### src/rtl/clkmode_pkg.sv
package clkmode_pkg;

  localparam logic [1:0] DIV_MULT    = 2'b00;
  localparam logic [1:0] DIV_RSVD    = 2'b01;
  localparam logic [1:0] DIV_QUARTER = 2'b10;
  localparam logic [1:0] DIV_SLOW    = 2'b11;

  typedef enum logic [1:0] {
    SEQ_IDLE     = 2'd0,
    SEQ_CLEARED  = 2'd1,
    SEQ_SELECTED = 2'd2,
    SEQ_ARMED    = 2'd3
  } seq_t;

  // Legality of a divide-code move; unlock_ok gates entry to the multiplier.
  function automatic logic div_move_ok(input logic [1:0] cur,
                                       input logic [1:0] req,
                                       input logic       unlock_ok);
    logic ok;
    case (req)
      DIV_RSVD:    ok = 1'b0;
      DIV_MULT:    ok = (cur == DIV_MULT) || ((cur == DIV_QUARTER) && unlock_ok);
      DIV_SLOW:    ok = (cur != DIV_MULT);
      default:     ok = 1'b1;
    endcase
    return ok;
  endfunction

endpackage

### src/rtl/clkmode_lock_timer.sv
module clkmode_lock_timer #(
  parameter int LOCK_CYCLES = 65536
) (
  input  logic clk,
  input  logic rst,
  input  logic enable,
  input  logic lock_in,
  output logic ready
);
  localparam int CW = $clog2(LOCK_CYCLES + 1);
  localparam logic [CW-1:0] LAST = CW'(LOCK_CYCLES - 1);
  localparam logic [CW-1:0] FULL = CW'(LOCK_CYCLES);

  logic [CW-1:0] cnt_q;
  logic          run;

  assign run = enable && lock_in;

  always_ff @(posedge clk) begin
    if (rst || !run) begin
      cnt_q <= '0;
      ready <= 1'b0;
    end else begin
      if (cnt_q != FULL) cnt_q <= cnt_q + 1'b1;
      ready <= (cnt_q == LAST) || (cnt_q == FULL);
    end
  end

  // ready only once the full count has elapsed
  p_ready_full_r7: assert property (@(posedge clk) disable iff (rst)
    ready |-> (cnt_q == FULL));
  // dropping the enable removes ready on the next clock
  p_ready_drop_r7: assert property (@(posedge clk) disable iff (rst)
    !enable |=> !ready);

endmodule

### src/rtl/clkmode_unlock_fsm.sv
module clkmode_unlock_fsm
  import clkmode_pkg::*;
(
  input  logic       clk,
  input  logic       rst,
  input  logic [1:0] div_code,
  input  logic       alt_mode,
  input  logic       en_wr,
  input  logic       en_data,
  input  logic       ratio_wr,
  output logic       armed
);
  seq_t state_q, state_d;
  logic eligible;

  assign eligible = (div_code == DIV_QUARTER) && !alt_mode;

  always_comb begin
    state_d = state_q;
    if (!eligible) begin
      state_d = SEQ_IDLE;
    end else if (en_wr) begin
      if (!en_data)                     state_d = SEQ_CLEARED;
      else if (state_q == SEQ_SELECTED) state_d = SEQ_ARMED;
      else                              state_d = SEQ_IDLE;
    end else if (ratio_wr) begin
      if (state_q == SEQ_CLEARED || state_q == SEQ_SELECTED) state_d = SEQ_SELECTED;
      else                                                    state_d = SEQ_IDLE;
    end
  end

  always_ff @(posedge clk) begin
    if (rst) state_q <= SEQ_IDLE;
    else     state_q <= state_d;
  end

  assign armed = (state_q == SEQ_ARMED);

  // the armed step is reached only through the ratio step
  p_armed_order_r5: assert property (@(posedge clk) disable iff (rst)
    (state_q != SEQ_SELECTED && state_q != SEQ_ARMED) |=> (state_q != SEQ_ARMED));
  // alternate oscillator forces a restart
  p_alt_restart_r5: assert property (@(posedge clk) disable iff (rst)
    alt_mode |=> (state_q == SEQ_IDLE));

endmodule

### src/rtl/clkmode_guard.sv
module clkmode_guard
  import clkmode_pkg::*;
#(
  parameter int LOCK_CYCLES = 65536
) (
  input  logic       clk,
  input  logic       rst,
  input  logic       wr_div,
  input  logic [1:0] wr_div_data,
  input  logic       wr_en,
  input  logic       wr_en_data,
  input  logic       wr_ratio,
  input  logic       wr_ratio_data,
  input  logic       alt_mode,
  input  logic       lock_in,
  output logic [1:0] div_code,
  output logic       mul_en,
  output logic       mul_x4,
  output logic       mul_ready,
  output logic       wr_reject
);
  logic armed;
  logic unlock_ok;
  logic div_ok, en_ok, ratio_ok;
  logic reject_d;

  assign unlock_ok = armed && mul_ready && !alt_mode;
  assign div_ok    = wr_div   && div_move_ok(div_code, wr_div_data, unlock_ok);
  assign en_ok     = wr_en    && !((div_code == DIV_MULT) && !wr_en_data);
  assign ratio_ok  = wr_ratio && (div_code != DIV_MULT);
  assign reject_d  = (wr_div && !div_ok) || (wr_en && !en_ok) || (wr_ratio && !ratio_ok);

  always_ff @(posedge clk) begin
    if (rst) begin
      div_code  <= DIV_QUARTER;
      mul_en    <= 1'b0;
      mul_x4    <= 1'b0;
      wr_reject <= 1'b0;
    end else begin
      if (div_ok)   div_code <= wr_div_data;
      if (en_ok)    mul_en   <= wr_en_data;
      if (ratio_ok) mul_x4   <= wr_ratio_data;
      wr_reject <= reject_d;
    end
  end

  clkmode_unlock_fsm u_fsm (
    .clk      (clk),
    .rst      (rst),
    .div_code (div_code),
    .alt_mode (alt_mode),
    .en_wr    (en_ok),
    .en_data  (wr_en_data),
    .ratio_wr (ratio_ok),
    .armed    (armed)
  );

  clkmode_lock_timer #(.LOCK_CYCLES(LOCK_CYCLES)) u_timer (
    .clk     (clk),
    .rst     (rst),
    .enable  (mul_en),
    .lock_in (lock_in),
    .ready   (mul_ready)
  );

  // reserved code never committed
  p_no_reserved_r2: assert property (@(posedge clk) disable iff (rst)
    div_code != DIV_RSVD);
  // a reserved write is flagged
  p_reserved_flag_r2: assert property (@(posedge clk) disable iff (rst)
    (wr_div && wr_div_data == DIV_RSVD) |=> wr_reject);
  // no direct hop from multiplier to slow
  p_no_hop_up_r3: assert property (@(posedge clk) disable iff (rst)
    (div_code == DIV_MULT) |=> (div_code != DIV_SLOW));
  // no direct hop from slow to multiplier
  p_no_hop_down_r3: assert property (@(posedge clk) disable iff (rst)
    (div_code == DIV_SLOW) |=> (div_code != DIV_MULT));
  // multiplier entry needs ready
  p_entry_ready_r4: assert property (@(posedge clk) disable iff (rst)
    (div_code == DIV_QUARTER && !mul_ready) |=> (div_code != DIV_MULT));
  // multiplier entry blocked by alternate oscillator
  p_entry_alt_r4: assert property (@(posedge clk) disable iff (rst)
    (div_code == DIV_QUARTER && alt_mode) |=> (div_code != DIV_MULT));
  // enable cannot be cleared while running on the multiplier
  p_hold_en_r8: assert property (@(posedge clk) disable iff (rst)
    (wr_en && !wr_en_data && div_code == DIV_MULT && mul_en) |=> (mul_en && wr_reject));
  // ratio frozen while running on the multiplier
  p_hold_ratio_r8: assert property (@(posedge clk) disable iff (rst)
    (wr_ratio && div_code == DIV_MULT) |=> ($stable(mul_x4) && wr_reject));

endmodule

### config.mk
export PLATFORM = sky130hd
export DESIGN_NAME = clkmode_guard
export DESIGN_NICKNAME = d
export VERILOG_FILES = /design/src/rtl/clkmode_pkg.sv /design/src/rtl/clkmode_lock_timer.sv /design/src/rtl/clkmode_unlock_fsm.sv /design/src/rtl/clkmode_guard.sv
export SDC_FILE = /design/constraint.sdc
export NUM_CORES = 1
export LEC_CHECK = 0
export BUFFER_PORTS_ARGS = -buffer_cell sky130_fd_sc_hd__buf_2
export CAP_MARGIN = 25
export CORE_MARGIN = 5
export CORE_UTILIZATION = 39
export DETAILED_ROUTE_END_ITERATION = 6
export GPL_ROUTABILITY_DRIVEN = 0
export HOLD_SLACK_MARGIN = 0.15
export PLACE_DENSITY = 0.6
export SLEW_MARGIN = 5
export SYNTH_ARGS = -nofsm -noshare
export SYNTH_HDL_FRONTEND = slang
export SYNTH_HIERARCHICAL = 1
export SYNTH_SLANG_ARGS = --single-unit
### constraint.sdc
create_clock -name clk -period 1.7 [get_ports clk]
set_clock_uncertainty 0.2 [all_clocks]
set_input_delay 0.34 -clock clk [delete_from_list [all_inputs] [get_ports clk]]
set_output_delay 0.34 -clock clk [all_outputs]
set_load 0.005 [all_outputs]
Word level (Yosys, flattened, before mapping)
Index checks and enable logic that the tools add are counted.

storage, ports and cells
  register bits after elaboration = 25
  latch bits = 0
  memory bits (writable) = 0
  bits in read-only memories = 0
  bits of input ports = 11
  output and inout port bits = 6
  logic and storage cells = 54
  memories = 0

operators by class
  add/sub/neg operators = 1
  multipliers = 0
  div/mod/pow operators = 0
  magnitude comparators = 0
  equal/unequal tests = 9
  shifts and indexed selects = 0
  multiplexer cells = 6
  bitwise gates (word level) = 1
  reduce and logical (&&, ||, !) cells = 30

operator list
  cell                     number
  $add A17 B1 Y17 const B  1
  $eq A17 B16 Y1 const B   1
  $eq A17 B17 Y1 const B   1
  $ne A17 B17 Y1 const B   1
  $logic_and A1 B1 Y1      12
  $mux W2                  5
  $eq A2 B2 Y1 const B     4
  $logic_not A1 Y1         7
  $logic_or A1 B1 Y1       6
  $eq A2 B1 Y1 const B     2
  $logic_not A2 Y1         2
  $reduce_bool A2 Y1       2
  $pmux W1 S3              1
  $reduce_or A2 Y1         1
  $not A1 Y1               1

Longest topological paths before layout
Gate-level depths: netlist (run 1).

  depth after elaboration = 11
  depth in mapped cells = 6
  mapped depth without buffers = 6

Hierarchy
The synthesis (run 1) kept the hierarchy.

modules (own cells, without submodules)
  module              times used  cells each  area an instance (µm²)  sequential area each (µm²)
  clkmode_lock_timer  1           97          855.8                   360.3
  clkmode_guard       1           32          287.8                   100.1
  clkmode_unlock_fsm  1           14          132.6                   40.0

Least setup slack after synthesis (run 1)
No wires, ideal clock.

  path kind = register -> register
  from = register u_timer.cnt_q[8]
  to = register u_timer.ready
  library setup time = 71 ps
  arrival = 1445 ps
  data required time = 1429 ps
  path slack = -15 ps
  cell stages (with the launch flop) = 5
  buffers on the path = 0
  clock period less this slack = 1715 ps
  path through = dfxtp_1 > nand4_4 > or2_1 > or4_4 > a21oi_2

on the way
  cells in the longest elaborated chain, start to end = 2
  elaborated cells on any way between the ends = 3
  those cells by class = eq/ne: 2; reduce/logical: 1

RTL lines
  element                                           RTL line                  RTL
  start, declared                                   clkmode_lock_timer.sv:14  logic [CW-1:0] cnt_q;
  start signal, assigned                            clkmode_lock_timer.sv:24  if (cnt_q != FULL) cnt_q <= cnt_q + 1'b1;
  $eq A17 B16 Y1 or $eq A17 B17 Y1 (tied branches)  clkmode_lock_timer.sv:25  ready <= (cnt_q == LAST) || (cnt_q == FULL);
  $logic_or A1 B1 Y1 (*)                            clkmode_lock_timer.sv:25
  end signal, assigned                              clkmode_lock_timer.sv:25
  end, declared                                     clkmode_lock_timer.sv:8   output logic ready

Mark *: on every way between the ends. The rest lies on a longest branch, timed or not.
A chain may end at the register's enable or synchronous reset.

Worst setup path in the final report (run 1)
Ends and elaborated chain as after synthesis.

==> results.md, run 1 <==
* Mapped Cells at 143
* EDFF count, synth at 0
* Vias in the first global route at 1190
* Starting density of the core at 0.411
* Die height at 67.2 um
* Mux share of post-synthesis cell area at 0.0157
* Flop and latch count out of synthesis at 25
* Total Wirelength at 2920 um
* Main flop type after synthesis: sky130_fd_sc_hd__dfxtp_1
* I/O pin total at 17
* Kind of cell with the highest combined delay on the critical path: simple AND/OR/NAND/NOR gates
* Cell area after technology mapping at 1280 um2
* Highest Clock Rate at 604 MHz
* Number of fill cells in the layout at 312
* Count of endpoints failing hold in the final timing report at 0
* Area growth from synthesis to final layout at 30.6%
* Post-synthesis async set-or-reset flop share at 0
* DRC violations left at 0
* Headroom to the max-slew limit at 0.746
* Worst hold slack after final layout at 0.120 ns
* Combined area of the multi-input logic cells at 719 um2
* Max FO, Critical Path at 5
* Synth top cells by count: 25 x sky130_fd_sc_hd__dfxtp_1, 19 x sky130_fd_sc_hd__nor2_1, 10 x sky130_fd_sc_hd__inv_1
* Final critical delay including setup and external delays at 1.66 ns
* Worst-path cell chain: nand4_4 -> or2_1 -> or4_4 -> a21oi_2
* Number of max-cap violations at 0
* Std-Cell Rows at 20
* Total negative setup slack at 0 ns
* Die Area at 4520 um2
* Sink count of the clock tree at 25
* Worst hold path class: in2reg
* Critical path endpoint category: register
* Most congested layer reported by global routing: met2
* Total number of vias at 1168
* GR Util met3 at 0.0283
* Most numerous cell in the Yosys netlist: sky130_fd_sc_hd__dfxtp_1
* Power per cell area at 561 nW/um2
* Clk Latency, worst-skew pair at 0.31 ns
* Syn. warnings at 6
* First-iteration detailed-routing DRC count at 30
* Ratio of routed vias to standard cells at 5.08
* Post-Synth Simple-Gate Area at 0.276
* Place WS at 0.0144 ns
* Antenna-violating nets left at 0
* LEAKAGE at 0.000616 uW
* Wire length of the first global-routing pass at 5020 um
* Register cell area after layout at 522 um2
* Slew at the pin with the worst max-slew slack at 0.378 ns
* Number of buffers added on ports at 16
* GRT Resource Usage Total at 0.145
* Remaining Overflow, GRT at 0
* Final net count at 202
* Outcome: completed
* Post-synth top area share at 0.392
* Worst voltage drop across the vdd grid at 0.000330 V
* Beginning of the worst register-to-register path: u_timer/cnt_q[8]
* Net count of the mapped netlist at 158
* Layout cells sized above 1 at 0.296
* Clock tree from TritonCTS: yes
* Synthesized-area fraction occupied by adder cells at 0.0392
* Cell taking the most area after synthesis: sky130_fd_sc_hd__dfxtp_1
* Share of the yosys chip area belonging to registers at 0.392
* Maximum cell stage delay along the critical path at 0.52 ns
* Area contributors post-synth: sky130_fd_sc_hd__dfxtp_1 39%, sky130_fd_sc_hd__xnor2_1 6.2%, sky130_fd_sc_hd__nor2_1 5.6%
* Number of antenna diodes at 0
* Clock slew at reported path FFs at 0.13 ns
* Main combinational cell family by area after synthesis: simple AND/OR/NAND/NOR gates
* Buffering stage count on the worst path with inverters included at 0
* Core Box Area at 3100 um2
* Power, Total at 935 uW
* Longest Clk Path Bufs at 2
* Hold_sp: rst
* Number of clock buffers inserted by TritonCTS at 3
* Global routing met1 resource utilization at 0.154
* Global routing usage on met2 at 0.270
* Clock root buffer: sky130_fd_sc_hd__clkbuf_4
* Avg WL per Cell at 12.7 um
* Kind of launch point of the worst setup path: register
* Per-instance average area after synthesis at 8.92 um2
* Synth cell types at 37
* Post-CTS Hold Buffers at 9
* Final setup violation count at 0
* Number of antenna violations at the first check in global routing at 0
* Die width at 67.2 um
* Number of max-slew violations in the final report at 0
* CP Launch Point: u_timer/cnt_q[8]
* Slowest library cell on the worst path: sky130_fd_sc_hd__or4_4
* Pin count of the biggest net entering global routing at 15
* Setup ws final at 0.0431 ns
* Post-route clock period utilization at 0.975
* Crit path required time at 1.76 ns
* Count of H-tree levels built during CTS at 1
* Post-detail-place hpwl at 2110 um
* Initial DRT Pass Iterations at 4
* Post-synthesis xor/xnor area fraction at 0.0824
* Arrival time at the worst endpoint at 1.71 ns
* Critical path class: reg2reg
* RSZ-0062 raised after global routing: no
* Compound-Gate Fraction of Synth Area at 0.135
[repair_timing]
item,in CTS,in global routing
hold endpoints to repair,8,3
gates resized for setup,3,10
endpoints found under the setup margin,2,9
setup buffers,0,1
pin swaps,0,3
cloned,0,0
[through the flow]
step	std cells	util	instance area (um2)
2_1_floorplan	143	-	1280
3_3_place_gp	216	0.485	1500
3_5_place_dp	216	0.485	1500
4_1_cts	229	0.524	1630
5_1_grt	230	0.537	1670
6_report	230	0.537	1670
[cell usage in the layout, fill, tap and decap left out, drive strengths merged, types with 7 or more instances in the layout]
master | synthesis | final
inv | 10 | 10
dlygate4sd3 | 0 | 9
nor4 | 7 | 7
nor2 | 19 | 19
nand2 | 8 | 8
dfxtp | 25 | 25
buf | 3 | 34
xnor2 | 9 | 9
[registers in the layout, indices dropped and copies added (netlist names)]
name / cells
mul_en: 1
u_fsm/state_q: 2
mul_x4: 1
div_code: 2
u_timer/cnt_q: 17
wr_reject: 1
u_timer/ready: 1
[worst register-to-register path: cells and delay by family (launching register included)]
family	cells	cell delay [ns]
AND/OR/NAND/NOR	3	0.86
AO/OA/AOI/OAI	1	0.14
flip-flops	1	0.41
[report_power, final]
group / switching [uW] / leakage (uW) / internal (uW) / total, uW
Sequential: 5.62 / 0.000207 / 585 / 591
Combinational: 40.1 / 0.000391 / 46.6 / 86.7
Clock: 170 / 0.0000177 / 87.7 / 258
[per-layer routing]
metal	vias to the layer above	share of wire	routed length (um)
met5	-	0	0
li1	598	-	-
met3	4	0.029	84
met4	0	0.014	42
met1	549	0.44	1270
met2	17	0.52	1520
[final cells by class]
class	instances	area share
multi-input combinational	104	0.432
sequential	25	0.313
timing repair buffer	43	0.183
tap	44	0.0330
inverter	10	0.0225
clock buffer	3	0.0135
clock inverter	1	0.00300
[final timing paths]
kind / to / slack (ns) / cells after the start
setup / recovery: u_timer/ready / 0.04 / 4
setup reg to reg: u_timer/ready / 0.04 / 4
hold / removal: div_code[1] / 0.12 / 2
hold reg to reg: mul_x4 / 0.31 / 2
[cell families (layout without fill, tap and decap cells)]
kind of cell,count (synthesis),count (layout)
multiplexers,2,2
XOR/XNOR,12,12
AO/OA/AOI/OAI,23,23
buffers and inverters,14,57
adder cells (fa/ha/maj),4,4
AND/OR/NAND/NOR,63,63
flip-flops,25,25
(Power assumes the default switching activity.)
==> run 2: changes to the inputs <==
- CORE_ASPECT_RATIO: unset -> 2
==> run 2 against run 1 <==
Register-to-register slack worse by 0.04 ns. Sequential share of layout area grew 0.56 points. Critical path depth did not move. Critical endpoint unchanged.
==> results.md, run 2 (synthesized netlist as in run 1, its figures left out) <==
* Arrival time at the worst endpoint at 1.71 ns (about the same)
* Setup ws final at 0.00738 ns (-0.0357 ns)
* Slew at the pin with the worst max-slew slack at 0.336 ns (-0.0420 ns)
* Number of antenna violations at the first check in global routing at 0 (unchanged)
* Number of antenna diodes at 0 (unchanged)
* Die Area at 4590 um2 (+1.5%)
* Post-route clock period utilization at 0.996 (+0.0210)
* Number of max-slew violations in the final report at 0 (unchanged)
* Initial DRT Pass Iterations at 4 (unchanged)
* Total number of vias at 1161 (-0.60%)
* Critical path class: reg2reg
* Maximum cell stage delay along the critical path at 0.53 ns (about the same)
* Met3 Wirelength at 140 um (+67%)
* Longest Clk Path Bufs at 2 (unchanged)
* Slowest library cell on the worst path: sky130_fd_sc_hd__or4_4
* Instance area at placement at 1490 um2 (-1.1%)
* Core Box Area at 3160 um2 (+1.7%)
* Beginning of the worst register-to-register path: u_timer/cnt_q[7]
* Worst voltage drop across the vdd grid at 0.000375 V (+14%)
* Die width at 50.5 um (-25%)
* Max FO, Critical Path at 7 (+2)
* Avg WL per Cell at 14.6 um (+15%)
* Most frequent cells in the layout: 20 x sky130_fd_sc_hd__dfxtp_1, 19 x sky130_fd_sc_hd__nor2_1, 17 x sky130_fd_sc_hd__buf_4
* Clock slew at reported path FFs at 0.09 ns (-0.04 ns)
* Vias in the first global route at 1108 (-6.9%)
* Outcome: completed
* Hold_sp: alt_mode
* Crit path required time at 1.72 ns (-0.04 ns)
* Power, Total at 1040 uW (+11%)
* Count of endpoints failing hold in the final timing report at 0 (unchanged)
* Number of max-cap violations at 0 (unchanged)
* Cell area after layout at 1590 um2 (-4.6%)
* Total Wirelength at 3080 um (+5.6%)
* Final net count at 196 (-3.0%)
* Number of clock buffers inserted by TritonCTS at 3 (unchanged)
* Ratio of routed vias to standard cells at 5.50 (+8.4%)
* I/O pin total at 17 (unchanged)
* Clk Latency, worst-skew pair at 0.27 ns (-0.04 ns)
* CP Launch Point: u_timer/cnt_q[7]
* First-iteration detailed-routing DRC count at 17 (-43%)
* Most common cell after layout, fill and taps aside: sky130_fd_sc_hd__dfxtp_1
* Area growth from synthesis to final layout at 24.6%
* Final critical delay including setup and external delays at 1.69 ns (+0.0357 ns)
* Worst-path cell chain: nand4_4 -> or2_1 -> or4_4 -> a21oi_2
* Die height at 90.9 um (+35%)
* Wire length the detailed router placed on met1 at 1160 um (-8.6%)
* Headroom to the max-slew limit at 0.774 (+0.0282)
* RSZ-0062 raised after global routing: yes
* Post-detail-place hpwl at 2340 um (+11%)
* Count of H-tree levels built during CTS at 1 (unchanged)
* Critical path endpoint category: register
* Wire length of the first global-routing pass at 4910 um (-2.1%)
* Worst hold path class: in2reg
* Remaining Overflow, GRT at 0 (unchanged)
* Number of buffers added on ports at 16 (unchanged)
* Clock tree from TritonCTS: yes
* Largest registers: u_timer/cnt_q (17), div_code (2), u_fsm/state_q (2)
* Post-CTS setup repair buffer count at 0 (unchanged)
* Routed met2 length at 1720 um (+13%)
* Place WS at -0.0229 ns (-0.0373 ns)
* GRT Resource Usage Total at 0.136 (-0.00945)
* Layout cells sized above 1 at 0.283 (-0.0124)
* Pin count of the biggest net entering global routing at 15 (unchanged)
* Final setup violation count at 0 (unchanged)
* Std-Cell Rows at 29 (+45%)
* Biggest register: u_timer/cnt_q
* Starting density of the core at 0.404 (-0.00701)
* DRC violations left at 0 (unchanged)
* LEAKAGE at 0.000599 uW (-2.8%)
* Flip-flop count of the largest register, all copies and words added at 17 (unchanged)
* Kind of launch point of the worst setup path: register
* Top routing layer used: met4
* Power per cell area at 654 nW/um2 (+16%)
* Antenna-violating nets left at 0 (unchanged)
* Clock root buffer: sky130_fd_sc_hd__clkbuf_8
* Sink count of the clock tree at 25 (unchanged)
* Highest Clock Rate at 591 MHz (-2.1%)
[run 2: path summary, 6_finish.rpt]
check                  endpoint  slack (ns)  cells past startpoint
setup / recovery  u_timer/ready       0.007                      4
hold / removal      div_code[1]        0.15                      3
setup reg to reg  u_timer/ready       0.007                      4
hold reg to reg          mul_x4        0.30                      2
[run 2: area by class of cell]
cell class | count | area (um2)
Sequential cell | 25 | 507
Multi-Input combinational cell | 104 | 713
Inverter | 10 | 37.5
Timing Repair Buffer | 37 | 248
Fill cell | 316 | 1570
Tap cell | 31 | 38.8
Clock buffer | 3 | 41.3
Clock inverter | 1 | 5.00
[run 2: through the flow]
step,std cells,hold WS (ns),TNS (ns),util
5_1_grt,211,0.170,-0.0707,0.504
4_1_cts,211,0.152,0,0.499
3_3_place_gp,203,0.273,0,0.471
2_1_floorplan,143,0.212,0,-
3_5_place_dp,203,0.284,-0.0350,0.471
6_report,211,0.153,0,0.504
[run 2: metal layers]
metal	vias up	GRT usage
li1	582	-
met1	550	0.134
met2	23	0.257
met3	6	0.0215
met4	0	0.0640
met5	-	0
[run 2: critical path: cells and delay by family, from the launching register on]
kind             cells  cell delay [ns]
AND/OR/NAND/NOR      3             0.88
flip-flops           1             0.42
AO/OA/AOI/OAI        1             0.14
[run 2: report_power, final]
group | switching (uW) | internal (uW) | total (uW)
Clock | 197 | 164 | 361
Sequential | 5.41 | 592 | 598
Combinational | 40.8 | 40.0 | 80.8
Total | 243 | 797 | 1040
[run 2: repair_timing]
item / CTS / global route
hold buffers: 4 / 0
hold endpoints to repair: 3 / 0
endpoints found under the setup margin: 2 / 5
gates resized for setup: 2 / 3
pin swaps: 0 / 2
==> run 3: changes to the inputs <==
- SETUP_SLACK_MARGIN: unset -> 0.3
==> run 3 against run 2 <==
First-iteration DRC count up 29%. Core utilization up 13 points. Final cell count up 7.6%. Sequential share of layout area down 3.9 points. Highest routed layer unchanged. Maximum frequency up 2.6%. Hold slack better by 0.0031 ns.
==> results.md, run 3 (synthesized netlist as in run 1, its figures left out) <==
* Largest registers: u_timer/cnt_q (17), div_code (2), u_fsm/state_q (2)
* LEAKAGE at 0.000834 uW (+39%)
* Headroom to the max-slew limit at 0.762 (-0.0123)
* Pin count of the biggest net entering global routing at 18 (+3)
* Total number of vias at 1318 (+14%)
* Biggest register: u_timer/cnt_q
* Initial DRT Pass Iterations at 4 (unchanged)
* Core Box Area at 3160 um2 (unchanged)
* Slew at the pin with the worst max-slew slack at 0.357 ns (+0.0207 ns)
* Sink count of the clock tree at 25 (unchanged)
* Max FO, Critical Path at 5 (-2)
* Critical path class: reg2reg
* Post-detail-place hpwl at 2280 um (-2.9%)
* Beginning of the worst register-to-register path: u_timer/cnt_q[1]
* Area growth from synthesis to final layout at 57.3%
* Flip-flop count of the largest register, all copies and words added at 17 (unchanged)
* Wire length of the first global-routing pass at 5810 um (+18%)
* Kind of cell with the highest combined delay on the critical path: simple AND/OR/NAND/NOR gates
* Total negative setup slack at 0 ns (unchanged)
* Kind of launch point of the worst setup path: register
* Die height at 90.9 um (unchanged)
* Most frequent cells in the layout: 27 x sky130_fd_sc_hd__buf_4, 18 x sky130_fd_sc_hd__nor2_1, 15 x sky130_fd_sc_hd__dfxtp_4
* Number of antenna diodes at 0 (unchanged)
* Power, Total at 1030 uW (-1.1%)
* Clock tree from TritonCTS: yes
* Final net count at 212 (+8.2%)
* Worst hold slack after final layout at 0.156 ns (+0.00308 ns)
* GRT Resource Usage Total at 0.159 (+0.0227)
* Count of endpoints failing hold in the final timing report at 0 (unchanged)
* Critical path endpoint category: register
* Final setup violation count at 0 (unchanged)
* Maximum cell stage delay along the critical path at 0.57 ns (+0.04 ns)
* Std-Cell Rows at 29 (unchanged)
* Longest Clk Path Bufs at 2 (unchanged)
* DRC violations left at 0 (unchanged)
* Setup ws final at 0.0495 ns (+0.0421 ns)
* Count of H-tree levels built during CTS at 1 (unchanged)
* RR Endpoint: u_timer/ready
* Final critical delay including setup and external delays at 1.65 ns (-0.0421 ns)
* Flop-to-flop setup slack at 0.05 ns (+0.04 ns)
* Avg WL per Cell at 17.3 um (+18%)
* Most common cell after layout, fill and taps aside: sky130_fd_sc_hd__buf_4
* First-iteration detailed-routing DRC count at 22 (+5)
* Place WS at 0.0520 ns (+0.0749 ns)
* CP Launch Point: u_timer/cnt_q[1]
* Outcome: completed
* Slowest library cell on the worst path: sky130_fd_sc_hd__or4_4
* Number of clock buffers inserted by TritonCTS at 3 (unchanged)
* Power per cell area at 512 nW/um2 (-22%)
* Worst-path cell chain: ha_4 -> nand4_1 -> or4_4 -> a21oi_2
* RSZ-0062 raised after global routing: yes
* Vias in the first global route at 1293 (+17%)
* Clock slew at reported path FFs at 0.09 ns (about the same)
* Critical path depth in cells at 4 (unchanged)
* Layout cells sized above 1 at 0.520 (+0.237)
* Crit path to: u_timer/ready
* Number of antenna violations at the first check in global routing at 0 (unchanged)
* Post-route clock period utilization at 0.971 (-0.0248)
* Clock root buffer: sky130_fd_sc_hd__clkbuf_8
* Crit path required time at 1.71 ns (about the same)
* Number of buffers added on ports at 16 (unchanged)
* Highest Clock Rate at 606 MHz (+2.6%)
* Ratio of routed vias to standard cells at 5.81 (+5.5%)
* Buffering stage count on the worst path with inverters included at 0 (unchanged)
* Die width at 50.5 um (unchanged)
* Remaining Overflow, GRT at 0 (unchanged)
* Arrival time at the worst endpoint at 1.66 ns (-0.05 ns)
* Starting density of the core at 0.404 (unchanged)
* Total Wirelength at 3930 um (+27%)
* Die Area at 4590 um2 (unchanged)
* Number of max-slew violations in the final report at 0 (unchanged)
* Antenna-violating nets left at 0 (unchanged)
* Path depth of the worst reg2reg path at 4 (unchanged)
* Worst hold path class: in2reg
* Clk Latency, worst-skew pair at 0.27 ns (about the same)
* Worst voltage drop across the vdd grid at 0.000481 V (+28%)
* Number of max-cap violations at 0 (unchanged)
* I/O pin total at 17 (unchanged)
## run 3: cell count changes in the layout (fill, tap and decap cells not counted), moves of 3 or more
cell,before,now
sky130_fd_sc_hd__nor3_1,6,2
sky130_fd_sc_hd__dfxtp_4,0,15
sky130_fd_sc_hd__nor4_1,6,0
sky130_fd_sc_hd__nor3_4,0,3
sky130_fd_sc_hd__buf_6,0,10
sky130_fd_sc_hd__buf_4,17,27
sky130_fd_sc_hd__ha_1,4,1
sky130_fd_sc_hd__ha_4,0,3
sky130_fd_sc_hd__nor4_4,0,4
sky130_fd_sc_hd__dfxtp_1,20,7
## run 3: metal layers
| metal | global-route usage | wire length [um] | up-vias |
|---|---|---|---|
| met5 | 0 | 0 | - |
| met4 | 0.0746 | 147 | 0 |
| met3 | 0.0198 | 148 | 13 |
| met2 | 0.304 | 2290 | 44 |
| met1 | 0.156 | 1340 | 646 |
| li1 | - | - | 615 |
## run 3: tightest hold or removal path: stages
cell and delay (ns):
sky130_fd_sc_hd__buf_2 0.09, sky130_fd_sc_hd__or4b_4 0.13, sky130_fd_sc_hd__a311oi_2 0.03
## run 3: through the flow
step	cells	utilization	instance area (um2)
after global placement	191	0.456	1440
after CTS	219	0.572	1810
after global routing	227	0.636	2010
final	227	0.636	2010
after detailed placement	191	0.456	1440
after floorplan	143	-	1320
## run 3: final cells by class
cell class | count | area, um2
clock buffer | 4 | 45.0
inverter | 10 | 37.5
tap | 31 | 38.8
fill | 257 | 1150
multi-input combinational | 104 | 920
sequential | 25 | 561
timing repair buffer | 53 | 405
## run 3: timing repair
item,CTS,global route
endpoints found under the hold margin,2,0
endpoints found under the setup margin,18,21
hold buffers,2,0
gates resized for setup,34,29
cloned,0,0
buffers inserted,22,8
pin swaps,11,17
## run 3: worst min-delay path by stage
| stage | start | end | slack, ns | cells after the start |
|---|---|---|---|---|
| 2_1_floorplan | rst | mul_en | 0.21 | 1 |
| 3_3_place_gp | mul_x4 | mul_x4 | 0.28 | 2 |
| 3_5_place_dp | mul_x4 | mul_x4 | 0.29 | 2 |
| 4_1_cts | wr_ratio | wr_reject | 0.16 | 3 |
| 5_1_grt | rst | u_fsm/state_q[0] | 0.16 | 3 |
| 6_report | rst | u_fsm/state_q[0] | 0.16 | 3 |
## run 3: where the power goes
| part | switching, uW | total, uW | internal, uW |
|---|---|---|---|
| Clock | 187 | 355 | 168 |
| Combinational | 46.5 | 94.4 | 48.0 |
| Sequential | 7.16 | 578 | 571 |
